### config.mk
export PLATFORM = sky130hd
export DESIGN_NAME = bp_carrier_gen
export DESIGN_NICKNAME = d
export VERILOG_FILES = /design/src/rtl/bp_pkg.sv /design/src/rtl/bp_gap_timer.sv /design/src/rtl/bp_presence_ctr.sv /design/src/rtl/bp_carrier_fsm.sv /design/src/rtl/bp_carrier_gen.sv
export SDC_FILE = /design/constraint.sdc
export NUM_CORES = 1
export LEC_CHECK = 0
export CAP_MARGIN = 20
export CORE_MARGIN = 4
export CORE_UTILIZATION = 52
export DETAILED_ROUTE_END_ITERATION = 7
export PLACE_DENSITY = 0.76
export SKIP_LAST_GASP = 1
export SLEW_MARGIN = 40
export SYNTH_ARGS = -nofsm -noshare
export SYNTH_HDL_FRONTEND = slang
export SYNTH_SLANG_ARGS = --single-unit
### constraint.sdc
create_clock -name clk -period 2.1 [get_ports clk]
set_clock_uncertainty 0.2 [all_clocks]
set_input_delay 0.315 -clock clk [delete_from_list [all_inputs] [get_ports clk]]
set_output_delay 0.315 -clock clk [all_outputs]
set_load 0.02 [all_outputs]
### src/rtl/bp_pkg.sv
// Shared types and constants for the back-pressure carrier generator.
package bp_pkg;
    // Control states of the carrier generator.
    typedef enum logic [1:0] {
        ST_IDLE    = 2'd0,
        ST_RAISE   = 2'd1,
        ST_HOLD    = 2'd2,
        ST_BACKOFF = 2'd3
    } bp_state_e;

    // Nibble driven while the false carrier is up.
    localparam logic [3:0] PREAMBLE_NIB = 4'b0101;
endpackage

### src/rtl/bp_gap_timer.sv
// Quiet-gap timer.
// What it does: counts consecutive cycles in which the line is neither
// sensed busy nor driven by this block, saturating at IPG_NIB. gap_ok
// says the full inter-packet gap has elapsed.
// Assumes: one clock per nibble; IPG_NIB >= 1; the line counts as idle
// out of reset.
module bp_gap_timer #(
    parameter int IPG_NIB = 24
) (
    input  logic clk,
    input  logic rst_n,
    input  logic busy,
    output logic gap_ok
);
    localparam int GW = $clog2(IPG_NIB + 1);
    localparam logic [GW-1:0] GAP_FULL = GW'(IPG_NIB);

    logic [GW-1:0] quiet_q;

    // Restart on any activity, otherwise count up to the full gap.
    always_ff @(posedge clk) begin
        if (!rst_n) begin
            quiet_q <= GAP_FULL;
        end else if (busy) begin
            quiet_q <= '0;
        end else if (quiet_q != GAP_FULL) begin
            quiet_q <= quiet_q + 1'b1;
        end
    end

    assign gap_ok = (quiet_q == GAP_FULL);
endmodule

### src/rtl/bp_presence_ctr.sv
// Presence counter.
// What it does: counts the nibbles of the current carrier run, starting
// at 1 in the first driven cycle and saturating at MIN_NIB. min_met is
// high in the cycle holding the MIN_NIB-th nibble and afterwards.
// Assumes: start is only pulsed in a cycle where drive is low.
module bp_presence_ctr #(
    parameter int MIN_NIB = 24
) (
    input  logic clk,
    input  logic rst_n,
    input  logic start,
    input  logic drive,
    output logic min_met
);
    localparam int PW = $clog2(MIN_NIB + 1);
    localparam logic [PW-1:0] PRES_FULL = PW'(MIN_NIB);

    logic [PW-1:0] pres_q;

    // Load on start, count while driving, clear when silent.
    always_ff @(posedge clk) begin
        if (!rst_n) begin
            pres_q <= '0;
        end else if (start) begin
            pres_q <= PW'(1);
        end else if (drive) begin
            if (pres_q != PRES_FULL) begin
                pres_q <= pres_q + 1'b1;
            end
        end else begin
            pres_q <= '0;
        end
    end

    assign min_met = (pres_q == PRES_FULL);
endmodule

### src/rtl/bp_carrier_fsm.sv
// Carrier control state machine.
// What it does: decides when to raise the false carrier, when a
// collision forces a minimum hold, and when to hand over to the backoff
// timer. It also keeps the saturating collision count.
// Assumes: gap_ok and min_met come from the gap timer and presence
// counter; bo_done is only meaningful while in backoff.
module bp_carrier_fsm
    import bp_pkg::*;
#(
    parameter int ATT_W = 4
) (
    input  logic             clk,
    input  logic             rst_n,
    input  logic             bp_en,
    input  logic             crs,
    input  logic             col,
    input  logic             gap_ok,
    input  logic             min_met,
    input  logic             bo_done,
    output logic             drive,
    output logic             start,
    output logic             bo_req,
    output logic [ATT_W-1:0] bo_attempt
);
    localparam logic [ATT_W-1:0] ATT_MAX = '1;

    bp_state_e  state_q, state_d;
    logic       collide;
    logic [ATT_W-1:0] att_q;

    // Next-state selection; a collision takes priority over an enable drop.
    always_comb begin
        state_d = state_q;
        start   = 1'b0;
        collide = 1'b0;
        case (state_q)
            ST_IDLE: begin
                if (bp_en && !crs && gap_ok) begin
                    state_d = ST_RAISE;
                    start   = 1'b1;
                end
            end
            ST_RAISE: begin
                if (col) begin
                    if (min_met) begin
                        state_d = ST_BACKOFF;
                        collide = 1'b1;
                    end else begin
                        state_d = ST_HOLD;
                    end
                end else if (!bp_en) begin
                    state_d = ST_IDLE;
                end
            end
            ST_HOLD: begin
                if (min_met) begin
                    state_d = ST_BACKOFF;
                    collide = 1'b1;
                end
            end
            ST_BACKOFF: begin
                if (bo_done) begin
                    state_d = ST_IDLE;
                end
            end
            default: state_d = ST_IDLE;
        endcase
    end

    // State register.
    always_ff @(posedge clk) begin
        if (!rst_n) begin
            state_q <= ST_IDLE;
        end else begin
            state_q <= state_d;
        end
    end

    // Backoff request pulse, one cycle on the first silent cycle.
    always_ff @(posedge clk) begin
        if (!rst_n) begin
            bo_req <= 1'b0;
        end else begin
            bo_req <= collide;
        end
    end

    // Collision count: bump on each collision, clear when idle and disabled.
    always_ff @(posedge clk) begin
        if (!rst_n) begin
            att_q <= '0;
        end else if (collide) begin
            if (att_q != ATT_MAX) begin
                att_q <= att_q + 1'b1;
            end
        end else if (state_q == ST_IDLE && !bp_en) begin
            att_q <= '0;
        end
    end

    assign drive      = (state_q == ST_RAISE) || (state_q == ST_HOLD);
    assign bo_attempt = att_q;
endmodule

### src/rtl/bp_carrier_gen.sv
// Half-duplex back-pressure carrier generator, top level.
// What it does: while bp_en is high and the line is quiet, drives
// preamble to keep other stations deferring. On a collision it enforces
// a minimum presence, drops the line and waits for the backoff timer.
// Assumes: one clock per nibble; the backoff timer answers bo_req with a
// bo_done pulse; crs also reflects this block's own transmission.
module bp_carrier_gen
    import bp_pkg::*;
#(
    parameter int IPG_NIB = 24,
    parameter int MIN_NIB = 24,
    parameter int ATT_W   = 4
) (
    input  logic             clk,
    input  logic             rst_n,
    input  logic             bp_en,
    input  logic             crs,
    input  logic             col,
    input  logic             bo_done,
    output logic             tx_en,
    output logic             pre_sel,
    output logic [3:0]       txd,
    output logic             bo_req,
    output logic [ATT_W-1:0] bo_attempt
);
    logic drive;
    logic start;
    logic gap_ok;
    logic min_met;

    bp_gap_timer #(.IPG_NIB(IPG_NIB)) u_gap (
        .clk    (clk),
        .rst_n  (rst_n),
        .busy   (crs | drive),
        .gap_ok (gap_ok)
    );

    bp_presence_ctr #(.MIN_NIB(MIN_NIB)) u_pres (
        .clk     (clk),
        .rst_n   (rst_n),
        .start   (start),
        .drive   (drive),
        .min_met (min_met)
    );

    bp_carrier_fsm #(.ATT_W(ATT_W)) u_fsm (
        .clk        (clk),
        .rst_n      (rst_n),
        .bp_en      (bp_en),
        .crs        (crs),
        .col        (col),
        .gap_ok     (gap_ok),
        .min_met    (min_met),
        .bo_done    (bo_done),
        .drive      (drive),
        .start      (start),
        .bo_req     (bo_req),
        .bo_attempt (bo_attempt)
    );

    // Output drive: preamble nibbles only while the carrier is up.
    assign tx_en   = drive;
    assign pre_sel = drive;
    assign txd     = drive ? PREAMBLE_NIB : 4'b0000;
endmodule

; ---- Yosys cells after proc, flatten, opt, wreduce, memory -nomap -nowiden
; Index checks and enable logic that the tools add are counted.
[word_totals]
register_bits = 17
word_cells = 61
inputBits = 6
[op_classes]
reduce_logical = 13
n_addsub = 3
n_eq_ne = 14
muxes = 21
bitwise_logic = 3
[ops]
columns = cell, n
row1 = two-way mux 4 bit, 3
row2 = "adder 5 x 1 -> 5 bit, second input constant", 2
row3 = "== test 5 bit, second input constant", 2
row4 = two-way mux 2 bit, 5
row5 = two-way mux 5 bit, 2
row6 = "inequality test 5 bit, second input constant", 2
row7 = two-way mux 1 bit, 8
row8 = case mux 2 bit (4 select lines), 1
row9 = "inequality test 2 bit, second input constant", 3
row10 = "adder 4 x 1 -> 4 bit, second input constant", 1
row11 = "== test 2 bit, second input constant", 2
row12 = "inequality test 4 bit, second input constant", 1
row13 = AND reduction 4 bit, 1
row14 = nonzero test 2 bit, 2
row15 = logical AND 1 bit, 3
row16 = two-way mux 3 bit, 1
row17 = "inequality test 3 x 1 -> 1 bit, second input constant", 1
row18 = "inequality test 3 bit, second input constant", 1
row19 = OR reduction 3 bit, 1
row20 = "== test 2 x 1 -> 1 bit, second input constant", 1
row21 = logical NOT 1 bit, 2
row22 = logical NOT 2 bit, 1
row23 = "inequality test 2 x 1 -> 1 bit, second input constant", 1
row24 = inverter 1 bit, 2
row25 = 5 further kinds, 5

; ---- Depth between registers and ports, before layout
; Gate-level depths: netlist of run 1.
[depth]
ltp_word = 6
ltp_mapped = 6
depth_no_buf = 6

; ---- Hierarchy
; A second synthesis of run 1 with hierarchy kept.
[hier_totals]
hier_cells = 111
hier_area_um2 = 1037.2
[modules_own_cells]
columns = mod, instances, cells_per_inst, area_per_inst_um2
row1 = bp_carrier_fsm, 1, 52, 486.7
row2 = bp_gap_timer, 1, 26, 262.8
row3 = bp_presence_ctr, 1, 26, 240.2
row4 = bp_carrier_gen, 1, 7, 47.5

; ---- Worst setup path after synthesis of run 1
; Ideal clock, no wire load.
[synth_timing]
path_type = register to register
start = reg u_fsm.state_q[0]
end = reg u_fsm.att_q[0] (netlist: u_fsm.bo_attempt[0])
path_buffers = 0
stages_incl_launch_ff = 7
setup_time_ps = 124
t_required_ps = 1776
t_arrival_ps = 1721
path_slack_ps = 55
synth_period_minus_slack_ps = 2045
path_cell_list = dfxtp_1 inv_1 ha_1 inv_1 o32a_1 a41oi_2 o22ai_1
[synth_between]
elab_chain_cells = 4
elab_cells_between_ends = 9
classes_between = 3 x eq/ne / 2 x mux / 4 x reduce/logical
[synth_lines]
columns = item, line
row1 = start: declaration, bp_carrier_fsm.sv:27  ; bp_state_e state_q, state_d;
row2 = start signal: assignment, bp_carrier_fsm.sv:75  ; state_q <= state_d;
row3 = "== test 2 bit, or another cell as far along", bp_carrier_fsm.sv:36  ; case (state_q)
row4 = case mux 1 bit (2 select lines) or logical AND 1 bit (tied branches), "bp_carrier_fsm.sv:36, bp_carrier_fsm.sv:96"
row5 = inequality test 2 bit (no line) or nonzero test 2 bit (tied branches), --
row6 = AND reduction 2 bit (no line), --
row7 = end signal: assignment, bp_carrier_fsm.sv:94  ; att_q <= att_q + 1'b1;
row8 = end: declaration, bp_carrier_fsm.sv:29  ; logic [ATT_W-1:0] att_q;
; Several ways; a longest one is shown, not always the timed one.
; A chain may end at the register's enable or synchronous reset.

; ---- Worst setup path after layout of run 1
[layout_timing]
start = reg u_fsm.state_q[0]
end = out txd[2]
[layout_between]
elab_chain_cells = 3
elab_cells_between_ends = 4
classes_between = 2 x eq/ne / 1 x mux / 1 x reduce/logical
[layout_lines]
columns = item, line
row1 = == test 2 x 1 -> 1 bit or == test 2 bit (tied branches), bp_carrier_fsm.sv:101  ; assign drive = (state_q == ST_RAISE) || (state_q == ST_HOLD);
row2 = logical OR 1 bit *, bp_carrier_fsm.sv:101
row3 = two-way mux 3 bit *, bp_carrier_gen.sv:64  ; assign txd = drive ? PREAMBLE_NIB : 4'b0000;
row4 = end: declaration, bp_carrier_gen.sv:22  ; output logic [3:0] txd,
; Mark *: on every way between the ends. The rest lies on a longest branch, timed or not.

==> flow_results.org, run 1 <==
** Status
- Status :: completed

** Placement
- Routability-driven placement finished with a final weighted congestion of 0.811.
- Once placement finished, the instance area stood at 1190 um^2.
- Detailed placement HPWL :: 1500 um
- Number of buffers inserted by port buffering :: 14

** GRT
- Layer with the highest usage after global routing :: met2
- Entering global routing, the biggest net connects 10 pins.
- The number of antenna violations at the first check in global routing is 0.
- Vias in the first global route :: 754
- GRT Resource Usage Total :: 14.1%
- Summed over all layers, the global routing overflow is 0.
- Met2 track demand over resource in global routing :: 24.8%
- In the global route stage, met3 resource usage came out at 2.85%.
- For met1 alone, demand over resource in global routing was 16.7%.
- First-pass GRT wire length :: 2970 um

** Power and ir drop
- Worst IR drop on VDD :: 0.455 mV
- Part of the total power dissipated in the clock network :: 23.7%
- Part of the total power dissipated in sequential elements :: 49.1%
- Net switching power figure :: 0.218 mW
- Net switching is 30.7% of the power.
- Logic gate share of total power :: 27.3%
- Pwr per Cell Area :: 581 nW/um^2
- The internal power of the cells totals 0.492 mW.
- Static Leakage :: 0.486 nW
- Overall power consumption after layout is estimated at 0.710 mW.

** Detailed routing
- In this run the remaining antenna-violating nets after routing total 0.
- In the routed design, unresolved DRC markers number 0.
- Drt via density :: 5.31
- Iteration count of the initial detailed-routing pass :: 3
- Routed vias :: 839
- Initial detailed-routing violation count :: 12
- The final layout contains routed wiring with a total length of 1820 um.
- After detailed routing, the average wire length per cell comes to 11.5 um.

** Hold path
- The worst hold path terminates at u_pres.pres_q[1].
- The min-delay analysis places its worst path in the category reg -> reg.
- The worst hold path begins at u_pres.pres_q[1].
- Counting instances, the worst hold path has a depth of 2.

** Critical path
- Reg2reg start :: u_fsm.state_q[0]
- For flop-to-flop paths, the worst setup slack is 170 ps.
- Critical path startpoint :: u_fsm.state_q[0]
- At the worst endpoint, the arrival time is 1470 ps.
- Top fanout value on the critical path :: 8
- Crit path largest cell delay :: 390 ps
- List of cells traversed by the critical path :: inv_1, ha_2, dlygate4sd2_1
- For the worst setup path, the data required time is 1580 ps.
- The worst setup path is of the reg -> out kind.
- Grouping stages by cell kind, the critical path spends the most delay in buffers and inverters.
- The worst register-to-register path has a depth of 6.
- Critical-path top delay cell :: sky130_fd_sc_hd__dfxtp_1
- STA classifies the critical path endpoint as an output pin.
- The number of buffers and inverters on the critical path is 2.
- The worst setup path is launched from a flop.
- Critical R2R Capture :: u_fsm.bo_attempt[1]

** Floorplanning
- Once the floorplan was initialized, standard cells occupied 57.6% of the core.
- Horiz. Die Dim :: 52.7 um
- # IOs :: 17
- In this run the standard cell core region covers 1800 um^2.
- Die outline area :: 2780 um^2
- Placement row count :: 15
- Measured along the y axis, the die boundary spans 52.7 um.

** Synth
- In this run, distinct cell masters in the synthesized netlist total 36.
- In the synthesized netlist, the number of instances is 117.
- Post-synthesis instance area :: 1040 um^2
- In this run, synthesis inferred 0 flip-flops with an integrated enable.
- Synthesis-stage register bit count :: 17
- The Yosys step of the flow raised 0 warnings.
- By area the synthesized netlist is led by sky130_fd_sc_hd__dfxtp_1, sky130_fd_sc_hd__ha_1, sky130_fd_sc_hd__nand3_1, sky130_fd_sc_hd__nand2_1, sky130_fd_sc_hd__buf_4.
- Prevailing post-synth register cell :: sky130_fd_sc_hd__dfxtp_1
- In the synthesized netlist the async set-or-reset flop fraction comes to 0%.
- Summed over all instances, the cell type with the most area after synthesis is sky130_fd_sc_hd__dfxtp_1.
- Sequential share of the synthesized area :: 32.8%
- Share of the synthesized area in the top cell type :: 32.8%
- Average footprint of a synthesized cell :: 8.88 um^2

** Timing
- Derived from the worst setup path, the maximum achievable clock frequency is 0.503 GHz.
- Of the available clock period, the critical path in the final layout requires 94.7%.
- Final number of hold-violating endpoints :: 0
- The max-slew violation count came to 0.
- Time the final worst path needs with I/O delays and setup :: 1990 ps
- Final setup violation count :: 0
- After routing, the total negative slack on setup checks comes to 0 ps.
- Setup repair after global routing left no endpoint under its margin.

** Clock network
- Once the clock tree was built, the setup fixing pass inserted 0 buffers.
- In this run the number of H-tree levels came out at 1.
- The root buffer cell chosen for the clock tree is sky130_fd_sc_hd__clkbuf_4.
- Number of clock sinks :: 17
- TritonCTS buffer count :: 3
- Bufs on Longest Clock Path :: 2
- For the worst-skew pair, the clock arrives at the later sink with an insertion delay of 280 ps.
- Clock-pin slew was measured on the worst setup and hold paths at 100 ps.
- Clock tree from TritonCTS :: done

** Final layout
- Synthesis-to-layout area growth :: 17.6%
- Number of diodes added for antenna fixing :: 0
- Nets :: 150
- Final non-filler cell area :: 1220 um^2
- Fill cells in the final layout number 169.
- Fraction of layout instances using a drive strength above 1 :: 9.02%

** Run
- Total of max-cap violations :: 0
-- cell families after synthesis --
kind of cell    share of synthesized area, %
buf+inv                                 7.23
fa+ha+maj                               12.0
mux                                    0.964
other cells                            0.361
flops                                   32.8
simple gates                            25.3
xor+xnor                                5.06
compound gates                          16.3
-- what timing repair did --
action | CTS | global route
endpoints found under the setup margin | 4 | 5
gates resized for setup | 4 | 3
hold buffers | 0 | 0
hold endpoints to repair | 0 | 0
-- area by class of cell --
class | instances | area (um^2) | share of cell area, %
Inverter | 9 | 33.8 | 2.77
Multi-Input combinational cell | 86 | 629 | 51.5
Tap cell | 25 | 31.3 | 2.56
Timing Repair Buffer | 17 | 160 | 13.1
Clock buffer | 4 | 26.3 | 2.15
Sequential cell | 17 | 340 | 27.9
-- stage by stage --
stage / hold slack [ps] / worst slack [ps] / std cells / util, %
global route: 328 / 14.9 / 158 / 67.8
floorplan: 262 / 55.3 / 118 / -
CTS: 297 / 55.1 / 158 / 67.5
detailed placement: 283 / 69.6 / 154 / 66.3
global placement: 279 / 131 / 154 / 66.3
finish: 297 / 111 / 158 / 67.8
-- state kept, by name, indices dropped and copies added, names as in the netlist, named ones only --
name and flops:
u_fsm.bo_attempt 4, u_gap.quiet_q 5, u_pres.pres_q 5, u_fsm.state_q 1, u_fsm.bo_req 1
-- power by group through the flow --
| stage | Sequential (mW) | Combinational (mW) | Clock, mW |
|---|---|---|---|
| global placement | 0.355 | 0.198 | 0 |
| detailed placement | 0.356 | 0.204 | 0 |
| floorplan | 0.353 | 0.152 | 0 |
| global route | 0.351 | 0.214 | 0.187 |
| finish | 0.348 | 0.194 | 0.168 |
| CTS | 0.349 | 0.192 | 0.175 |
-- layer usage --
layer | wire length [um] | vias to the layer above
met4 | 8 | 0
met1 | 859 | 393
met2 | 885 | 12
met5 | 0 | -
li1 | - | 432
met3 | 68 | 2
-- worst register-to-register path, stage by stage (launching register included) --
cell and delay [ps]:
sky130_fd_sc_hd__dfxtp_1 390, sky130_fd_sc_hd__inv_1 80, sky130_fd_sc_hd__ha_2 390, sky130_fd_sc_hd__inv_1 100
sky130_fd_sc_hd__o32a_1 390, sky130_fd_sc_hd__a41oi_2 190, sky130_fd_sc_hd__o22ai_1 90
-- cell usage in the layout (no fill, tap or decap), drive strengths merged, types with 3 or more instances in the layout --
cell / n
a21oi: 5
buf: 3
clkbuf: 4
clkdlybuf4s50: 10
dfxtp: 17
ha: 10
inv: 9
nand2: 14
nand3: 11
nor2: 6
nor3: 4
o21ai: 4
xor2: 4
-- how the worst max path moves through the flow --
stage,cells after the start,slack [ps],to
3_3_place_gp,3,130,txd[0]
2_1_floorplan,6,60,u_fsm.bo_attempt[0]
3_5_place_dp,3,70,txd[0]
5_1_grt,7,10,u_fsm.bo_attempt[2]
6_report,3,110,txd[2]
4_1_cts,3,60,txd[0]
-- synthesized netlist by cell type (all sizes together), types with 2 or more instances --
cell    count
o22ai       2
ha         10
a41oi       2
xor2        4
nand2b      2
inv         9
dfxtp      17
nand4b      2
nor3        4
o211a       2
xnor2       2
nand3      11
o21ai       4
nand2      14
a21boi      2
buf         5
nor2        6
and4b       2
a21oi       5
Note: power is estimated with default switching activity, not from simulation.
==> inputs of run 2 (changes only) <==
--- a/config.mk
+++ b/config.mk
@@ -11,4 +11,5 @@
 export DETAILED_ROUTE_END_ITERATION = 7
 export PLACE_DENSITY = 0.76
+export SETUP_SLACK_MARGIN = 0.02
 export SKIP_LAST_GASP = 1
 export SLEW_MARGIN = 40
==> constraint.sdc (replaced) <==
create_clock -name clk -period 2.1 [get_ports clk]
set_clock_uncertainty 0.2 [all_clocks]
set_input_delay 0.315 -clock clk [delete_from_list [all_inputs] [get_ports clk]]
set_output_delay 0.315 -clock clk [all_outputs]
set_load 0.1 [all_outputs]
==> run 2 against run 1 <==
Power increased by 26%. Worst hold slack got worse by 2.9 ps. Non-clock buffer count decreased by 1. Die area unchanged. Critical path depth increased by 1. Largest cell class unchanged. Largest power group is now combinational logic.
==> flow_results.org, run 2 (synthesis results as in run 1) <==
** Final layout
- The layout net count is 149 (-0.67%).
- Fraction of layout instances using a drive strength above 1 :: 18.2% (+9.2 points)
- The final-layout fill cell count is 154 (-8.9%).
- The area growth from synthesis to layout is 23.5%.
- Commonest cells after routing, fill and taps aside :: sky130_fd_sc_hd__nand2_1, sky130_fd_sc_hd__dfxtp_1, sky130_fd_sc_hd__nand3_1
- Number of diodes added for antenna fixing :: 0 (unchanged)

** Critical path
- By startpoint and endpoint, the worst setup path is classified as reg -> out.
- Reg2reg start :: u_fsm.state_q[0]
- The data arrival at the endpoint of the critical path is 1480 ps (about the same).
- The critical path starts at u_fsm.state_q[0].
- Element type at the critical path end :: output pin
- The maximum fanout encountered on the critical timing path came to 7 (-1).
- Type of origin of the critical path :: flop
- The delay of the slowest cell on the worst path came to 410 ps (+20 ps).
- Req. time, crit path :: 1580 ps (about the same)
- Critical-path top delay cell :: sky130_fd_sc_hd__dfxtp_1
- List of cells traversed by the critical path :: inv_2, ha_4, buf_4, buf_12

** GRT
- Vias in the first global route :: 783 (+3.8%)
- The all-layer global routing usage is 17.1% (+3.0 points).
- Sum of overflow across all layers after global routing :: 0 (unchanged)
- The maximum number of pins on one net before global-route repair is 10 (unchanged).
- Antenna violations before repair :: 0 (unchanged)
- First-pass GRT wire length :: 3450 um (+16%)

** Timing
- Time the final worst path needs with I/O delays and setup :: 2000 ps (+9.24 ps)
- The part of the cycle the worst path needs was 95.2% (+0.44 points).
- Final setup violation count :: 0 (unchanged)
- The fmax was 0.500 GHz (-0.46%).
- Setup repair after global routing missed its margin :: no
- The final worst hold slack is 294 ps (-2.91 ps).
- Final WS setup :: 101 ps (-9.24 ps)
- Fin. max-slew vios :: 0 (unchanged)
- Final number of hold-violating endpoints :: 0 (unchanged)
- The final total negative setup slack is 0 ps (unchanged).

** Detailed routing
- Initial detailed-routing violation count :: 24 (+12)
- The detailed-route vias per instance is 5.31 (about the same).
- The number of vias in the routed layout is 833 (-0.72%).
- Number of nets still failing antenna checks after routing :: 0 (unchanged)
- The average wire length per cell after detail routing came to 12.6 um (+9.0%).
- The detailed-route wire length is 1970 um (+8.3%).
- DRC violations left :: 0 (unchanged)
- Iteration count of the initial detailed-routing pass :: 4 (+1)

** Floorplanning
- The number of standard-cell rows in the floorplan came to 15 (unchanged).
- The die boundary height came to 52.7 um (unchanged).
- Die outline area :: 2780 um^2 (unchanged)
- # IOs :: 17 (unchanged)
- The starting density of the core is 57.6% (unchanged).
- The width of the chip came to 52.7 um (unchanged).
- Standard cell core area :: 1800 um^2 (unchanged)

** Power and ir drop
- Worst IR drop on VDD :: 0.527 mV (+16%)
- The total power consumption of the routed design was 0.897 mW (+26%).
- Pwr per Cell Area :: 699 nW/um^2 (+20%)
- Static Leakage :: 0.511 nW (+5.1%)

** Placement
- Detailed placement HPWL :: 1530 um (+1.5%)
- The quantity of I/O buffers inserted on ports is 14 (unchanged).
- The routability-driven placement congestion ratio is 0.847 (+4.5%).
- The worst setup slack before clock tree synthesis was 103 ps (+33.7 ps).

** Hold path
- In this run the most critical hold path is launched from u_gap.quiet_q[1].
- The path class of the tightest hold or removal check is reg -> reg.

** Clock network
- Number of clock sinks :: 17 (unchanged)
- The clock-pin transition on the worst setup and hold timing paths was 90 ps (about the same).
- The number of buffers created by CTS is 3 (unchanged).
- CTS root buf :: sky130_fd_sc_hd__clkbuf_4
- The number of buffers between clock root and the deepest sink was 2 (unchanged).
- Hold buffer count at CTS :: 0 (unchanged)
- The number of H-tree levels is 1 (unchanged).
- Clock tree from TritonCTS :: done
- Clock latency of the later-clocked register in the worst-skew pair :: 300 ps (+20 ps)

** Run
- Total of max-cap violations :: 0 (unchanged)

** Status
- Status :: completed
-- run 2: worst paths after layout --
check	end	slack [ps]	depth (start not counted)
setup reg to reg	u_fsm.bo_attempt[1]	240	6
hold reg to reg	u_gap.quiet_q[1]	290	2
setup / recovery	tx_en	100	4
hold / removal	u_gap.quiet_q[1]	290	2
-- run 2: metal layers --
| metal | track usage (%) | vias to the layer above | share of wire, % |
|---|---|---|---|
| met5 | 0 | - | 0 |
| met4 | 8.94 | 0 | 2.5 |
| met3 | 6.27 | 4 | 4.0 |
| met2 | 26.7 | 9 | 48 |
| met1 | 20.2 | 388 | 45 |
| li1 | - | 432 | - |
-- run 2: per-stage QoR --
| stage | instances | area (um^2) | util, % |
|---|---|---|---|
| after floorplan | 118 | 1060 | - |
| after global placement | 153 | 1250 | 69.7 |
| after CTS | 157 | 1280 | 71.1 |
| after global routing | 157 | 1280 | 71.2 |
| after detailed placement | 153 | 1250 | 69.7 |
| final | 157 | 1280 | 71.2 |
-- run 2: repair_timing --
action | in CTS | in global routing
endpoints found under the setup margin | 0 | 4
setup buffers | 0 | 0
resized for setup | 0 | 2
-- run 2: final cells by class --
| cell class | count | area [um^2] | area share (%) |
|---|---|---|---|
| multi-input combinational | 86 | 639 | 49.9 |
| clock buffer | 4 | 26.3 | 2.05 |
| sequential | 17 | 344 | 26.8 |
| inverter | 9 | 33.8 | 2.63 |
| tap | 25 | 31.3 | 2.44 |
| timing repair buffer | 16 | 208 | 16.2 |
-- run 2: power by group --
part	internal, mW	leakage [nW]	switching, mW
clock	0.0743	0.0150	0.106
combinational	0.130	0.357	0.237
sequential	0.335	0.140	0.0141
total	0.539	0.511	0.358
-- run 2: worst max-delay path: cells and delay by family (launching register included) --
family / cells / cell delay [ps]
buffers and inverters: 3 / 490
DFF: 1 / 410
adders and majority gates: 1 / 280
